`src/rtl/gxm_pkg.sv`:
```
// Shared definitions for the index-XOR permute / multiply unit.
// Assumes operand widths are a power of two no larger than 64.
package gxm_pkg;

    // Operation select encoding carried on the mode pin.
    typedef enum logic {
        MODE_PERM = 1'b0,
        MODE_XMUL = 1'b1
    } op_mode_e;

    // Mask of the bit positions whose index has bit s clear (lower block of each pair).
    function automatic logic [63:0] lo_block_mask(int unsigned s);
        logic [63:0] m;
        for (int i = 0; i < 64; i++) begin
            m[i] = (((i >> s) & 1) == 0);
        end
        return m;
    endfunction

    // Even/odd parity of a word, used by the self-product property.
    function automatic logic word_parity(logic [63:0] w);
        return ^w;
    endfunction

endpackage

```
`src/rtl/gxm_butterfly.sv`:
```
// Index-XOR butterfly: output bit i = input bit (i XOR ctrl).
// One stage per control bit; stage s swaps neighbouring blocks of 2**s bits.
// Assumes DATA_W is a power of two, at most 64. Purely combinational.
module gxm_butterfly #(
    parameter int DATA_W = 32,
    localparam int CTRL_W = $clog2(DATA_W)
) (
    input  logic [DATA_W-1:0] data_in,
    input  logic [CTRL_W-1:0] ctrl,
    output logic [DATA_W-1:0] data_out
);
    import gxm_pkg::*;

    logic [DATA_W-1:0] stage_w [0:CTRL_W];

    assign stage_w[0] = data_in;

    for (genvar s = 0; s < CTRL_W; s++) begin : g_stage
        localparam logic [63:0] LO_FULL = lo_block_mask(s);
        localparam logic [DATA_W-1:0] LO = LO_FULL[DATA_W-1:0];
        localparam int DIST = 1 << s;
        logic [DATA_W-1:0] swapped_w;

        // Exchange each lower block with the upper block beside it.
        always_comb begin
            swapped_w = ((stage_w[s] & LO) << DIST) | ((stage_w[s] & ~LO) >> DIST);
        end

        // Apply the swap only when this control bit is set.
        assign stage_w[s+1] = ctrl[s] ? swapped_w : stage_w[s];
    end

    assign data_out = stage_w[CTRL_W];

endmodule

```
`src/rtl/gxm_xmul.sv`:
```
// Index-XOR carry-less multiply: bit k = XOR of a[i] & b[j] over i ^ j == k.
// IMPL = 0: direct AND/XOR grouping by index XOR.
// IMPL = 1: XOR-accumulate a butterfly copy of a per set bit of b.
// Both variants give identical results. Combinational.
module gxm_xmul #(
    parameter int DATA_W = 32,
    parameter int IMPL   = 0,
    localparam int CTRL_W = $clog2(DATA_W)
) (
    input  logic [DATA_W-1:0] a_in,
    input  logic [DATA_W-1:0] b_in,
    output logic [DATA_W-1:0] prod_out
);

    if (IMPL == 0) begin : g_direct
        for (genvar k = 0; k < DATA_W; k++) begin : g_bit
            logic acc;
            // Reduce every partial product whose index XOR equals k.
            always_comb begin
                acc = 1'b0;
                for (int i = 0; i < DATA_W; i++) begin
                    acc = acc ^ (a_in[i] & b_in[i ^ k]);
                end
            end
            assign prod_out[k] = acc;
        end
    end else begin : g_accum
        logic [DATA_W-1:0] perm_w [DATA_W];
        logic [DATA_W-1:0] acc;

        for (genvar k = 0; k < DATA_W; k++) begin : g_perm
            gxm_butterfly #(.DATA_W(DATA_W)) u_bfly (
                .data_in  (a_in),
                .ctrl     (CTRL_W'(k)),
                .data_out (perm_w[k])
            );
        end

        // Sum, in GF(2), the permuted copies selected by b.
        always_comb begin
            acc = '0;
            for (int k = 0; k < DATA_W; k++) begin
                if (b_in[k]) acc = acc ^ perm_w[k];
            end
        end
        assign prod_out = acc;
    end

endmodule

```
`src/rtl/gxm_unit.sv`:
```
// Top of the index-XOR permute / carry-less multiply unit.
// Selects permute (mode 0) or multiply (mode 1) and registers the result one
// cycle after in_valid with out_valid alongside. Result holds between requests.
// Synchronous active-low reset clears both outputs.
module gxm_unit #(
    parameter int DATA_W    = 32,
    parameter int XMUL_IMPL = 0
) (
    input  logic              clk,
    input  logic              rst_n,
    input  logic              in_valid,
    input  logic              mode,
    input  logic [DATA_W-1:0] op_a,
    input  logic [DATA_W-1:0] op_b,
    output logic              out_valid,
    output logic [DATA_W-1:0] result
);
    import gxm_pkg::*;

    localparam int CTRL_W = $clog2(DATA_W);

    logic [DATA_W-1:0] perm_w;
    logic [DATA_W-1:0] xmul_w;
    logic [DATA_W-1:0] next_w;

    gxm_butterfly #(.DATA_W(DATA_W)) u_perm (
        .data_in  (op_a),
        .ctrl     (op_b[CTRL_W-1:0]),
        .data_out (perm_w)
    );

    gxm_xmul #(.DATA_W(DATA_W), .IMPL(XMUL_IMPL)) u_xmul (
        .a_in     (op_a),
        .b_in     (op_b),
        .prod_out (xmul_w)
    );

    // Pick the function requested by mode.
    assign next_w = (mode == MODE_XMUL) ? xmul_w : perm_w;

    // Output register: capture on in_valid, flag validity for one cycle.
    always_ff @(posedge clk) begin
        if (!rst_n) begin
            out_valid <= 1'b0;
            result    <= '0;
        end else begin
            out_valid <= in_valid;
            if (in_valid) result <= next_w;
        end
    end

endmodule

```
`config.mk`:
```
export PLATFORM = sky130hd
export DESIGN_NAME = gxm_unit
export DESIGN_NICKNAME = d
export VERILOG_FILES = /design/src/rtl/gxm_pkg.sv /design/src/rtl/gxm_butterfly.sv /design/src/rtl/gxm_xmul.sv /design/src/rtl/gxm_unit.sv
export SDC_FILE = /design/constraint.sdc
export NUM_CORES = 1
export LEC_CHECK = 0
export BUFFER_PORTS_ARGS = -buffer_cell sky130_fd_sc_hd__buf_2
export CORE_UTILIZATION = 44
export CTS_CLUSTER_SIZE = 8
export DETAILED_ROUTE_END_ITERATION = 12
export GPL_TIMING_DRIVEN = 0
export PLACE_DENSITY_LB_ADDON = 0.1
export SETUP_SLACK_MARGIN = 0.3
export SLEW_MARGIN = 40
export SYNTH_ARGS = -nofsm -noshare
export SYNTH_HDL_FRONTEND = slang
export SYNTH_HIERARCHICAL = 1
export SYNTH_SLANG_ARGS = --single-unit
```
`constraint.sdc`:
```
create_clock -name clk -period 2.54 [get_ports clk]
set_clock_uncertainty 0.15 [all_clocks]
set_input_delay 0.127 -clock clk [delete_from_list [all_inputs] [get_ports clk]]
set_output_delay 0.127 -clock clk [all_outputs]
set_load 0.02 [all_outputs]
```
==> flow_metrics.py <==
metrics = {
    "floorplanning": {
        "design.core.area_um2": 38650,
        "die_area_um2": 39910,
        "chipHeight_um": 199.8,
        "ios": 101,
        "dieWidth_um": 199.8,
        "initial_core_util": 0.4453,
        "rows": 72,
    },
    "clock_tree": {
        "clockBufferDepth": 2,
        "cts-root-buf": "clkbuf_16",
        "cts_tree": "built",
        "cts_hold_repair.buffers": 0,
        "cts-htree-levels": 2,
        "cts.clk_slew.worst_paths_ns": 0.06,
        "clk_latency_ns": 0.29,
        "cts_inserted_buffers": 5,
        "cts_sinks": 33,
    },
    "synth": {
        "synth.most_common_cell": "nand2_1",
        "syn_nets": 2568,
        "synthArstFlopShare": 0,
        "yosysTopAreaCell": "xnor2_1",
        "synth_edf_count": 0,
        "seq_area_frac_synth": 0.03839,
        "yosys.area.top_type_share": 0.3909,
        "synth_area_um2": 17210,
        "synthDistinctLibCells": 17,
        "synthTopCellsByArea": "xnor2_1 (39%), nand2_1 (22%), xor2_1 (11%)",
        "avgSynthCellArea_um2": 6.884,
        "synthTopCellsByCount": "nand2_1 (1024), xnor2_1 (768), xor2_1 (224)",
        "syn_inst": 2500,
        "yosysWarnings": 6,
        "synth_seq_cells": 33,
        "synth_top_flop_cell": "dfxtp_1",
    },
    "setup_path": {
        "path_cells": "buf_2 -> buf_6 -> nand2_1 -> xor2_2 -> xnor2_2 -> xnor2_1 -> xnor2_2 -> xnor2_2 -> buf_4 -> mux2i_1 -> a21oi_1",
        "critPathMaxStageDelay_ns": 0.36,
        "path_common_cell": "xnor2_2",
        "path_class": "in2reg",
        "cp_top_family": "XOR/XNOR gates",
        "critPathSlowestCell": "xnor2_2",
        "r2r_cells": 2,
        "cp.required_ns": 2.56,
        "startpoint_type": "primary input",
        "crit_fanout": 10,
        "crit_cells": 11,
        "critPathBufInv": 3,
        "cp_data_arrival_time_ns": 2.37,
        "critical_path.endpoint_type": "flop",
    },
    "grt": {
        "overflow": 0,
        "grt_max_degree": 12,
        "antenna_found_initial": 15,
        "grt_usage": 0.5769,
        "grt_pass1_wl_um": 153600,
        "grt_pass1_vias": 18560,
    },
    "sta": {
        "max_freq_mhz": 425.4,
        "holdWs_ns": 0.01050,
        "slew_headroom": 0.5584,
        "layout_min_cycle_time_ns": 2.351,
        "finalMaxSlewViolations": 0,
        "setup_viol": 0,
        "post-route-period-util": 0.9256,
        "rsz0062_at_grt": "true",
        "hold_viol": 0,
        "worstMarginPinSlew_ns": 0.6592,
    },
    "outcome": {
        "outcome": "complete, no violations",
    },
    "power_and_ir_drop": {
        "irDropWorstVdd_v": 0.0003845,
        "p_per_area_nw_per_um2": 641.6,
        "p_leak_nw": 8.413,
    },
    "routing": {
        "wirelength_um": 115800,
        "final_antenna_net_count": 0,
        "drc": 0,
        "wl_per_cell_um": 36.70,
        "first_pass_iters": 7,
        "vias": 20280,
        "via_per_inst": 6.427,
        "drt-initial-drc-count": 3271,
    },
    "final_layout": {
        "drive_gt1_frac": 0.2053,
        "fin_util": 0.5431,
        "area.growth.synth_to_final_pct": 21.96,
        "fin_area_um2": 20990,
        "layoutNonFillerInstCount": 3156,
        "nets": 2693,
    },
    "placed_design": {
        "dpl.cell_count": 3116,
        "gp_congestion": 1.134,
        "port_buffers": 98,
        "placed_cell_area_um2": 18370,
        "place_hpwl_um": 77860,
    },
    "hold_path": {
        "whs_path_depth": 3,
        "min-delay-path-class": "in2reg",
    },
    "run": {
        "max-cap-violations": 0,
    },
}
==> flip-flops by register name, indices dropped and copies added (netlist names) <==
| name | flops |
|---|---|
| result | 32 |
| out_valid | 1 |
==> path summary, 6_finish.rpt <==
path / from / to / slack, ns
worst max-delay path: op_b[21] / result[10] / 0.19
worst min register to register: result[11] / result[11] / 0.37
worst min-delay path: rst_n / result[31] / 0.01
worst max register to register: result[0] / result[0] / 1.70
==> cells by family (layout without fill, tap and decap cells) <==
group	Yosys count	after routing	synth area share
flip-flops	33	33	0.03839
AO/OA/AOI/OAI	64	64	0.01861
buffers and inverters	258	384	0.08412
multiplexers	128	128	0.1303
other	0	12	0
AND/OR/NAND/NOR	1025	1025	0.2237
XOR/XNOR	992	992	0.5049
==> repair_timing <==
item | CTS | global route
hold endpoints to repair | 0 | 0
buffers inserted | 1 | 16
gates resized for setup | 309 | 323
pin swaps | 11 | 33
gates cloned | 0 | 3
setup endpoints to repair | 32 | 32
==> metal layers <==
metal	vias to the layer above	GRT usage	routed length [um]
li1	7878	-	-
met1	9314	0.6279	38070
met2	2260	0.7769	44130
met3	821	0.3436	20400
met4	10	0.5157	12990
met5	-	0.02716	223
==> layout make-up <==
class	instances	area (um2)
fill	3846	17660
tap	518	648.1
sequential	33	660.6
clock inverter	3	65.06
buffer	258	2863
antenna	12	30.03
clock buffer	5	125.1
multi-input combinational	2209	15720
timing repair buffer	118	879.6
==> stage by stage <==
stage | TNS, ns | setup slack (ns) | total power, mW
5_1_grt | 0 | 0.2014 | 13.60
2_1_floorplan | 0 | 0.3602 | 7.468
3_5_place_dp | -14.44 | -0.7399 | 10.58
6_report | 0 | 0.1890 | 13.47
3_3_place_gp | -14.28 | -0.7354 | 10.50
4_1_cts | 0 | 0.2603 | 12.21
==> placed cells by master, fill, tap and decap left out, types with 12 or more instances in the layout <==
| cell | count |
|---|---|
| nand2_1 | 1024 |
| clkbuf_4 | 37 |
| buf_4 | 94 |
| xor2_1 | 220 |
| mux2i_1 | 30 |
| buf_8 | 29 |
| diode_2 | 12 |
| xnor2_1 | 694 |
| buf_2 | 69 |
| mux2_2 | 25 |
| a21oi_1 | 32 |
| xnor2_2 | 67 |
| buf_6 | 89 |
| buf_12 | 42 |
| dfxtp_1 | 33 |
| mux4_2 | 54 |
| o21ai_0 | 32 |
==> where the power goes <==
group	internal (mW)	total (mW)	switching [mW]
logic	5.32	12.0	6.63
clock network	0.561	0.818	0.257
registers	0.644	0.697	0.0534
==> worst register-to-register path: stages, from the launching register on <==
cell and delay [ns]:
dfxtp_1 0.31, o21ai_0 0.18, a21oi_1 0.07
Note: power is estimated with default switching activity, not from simulation.
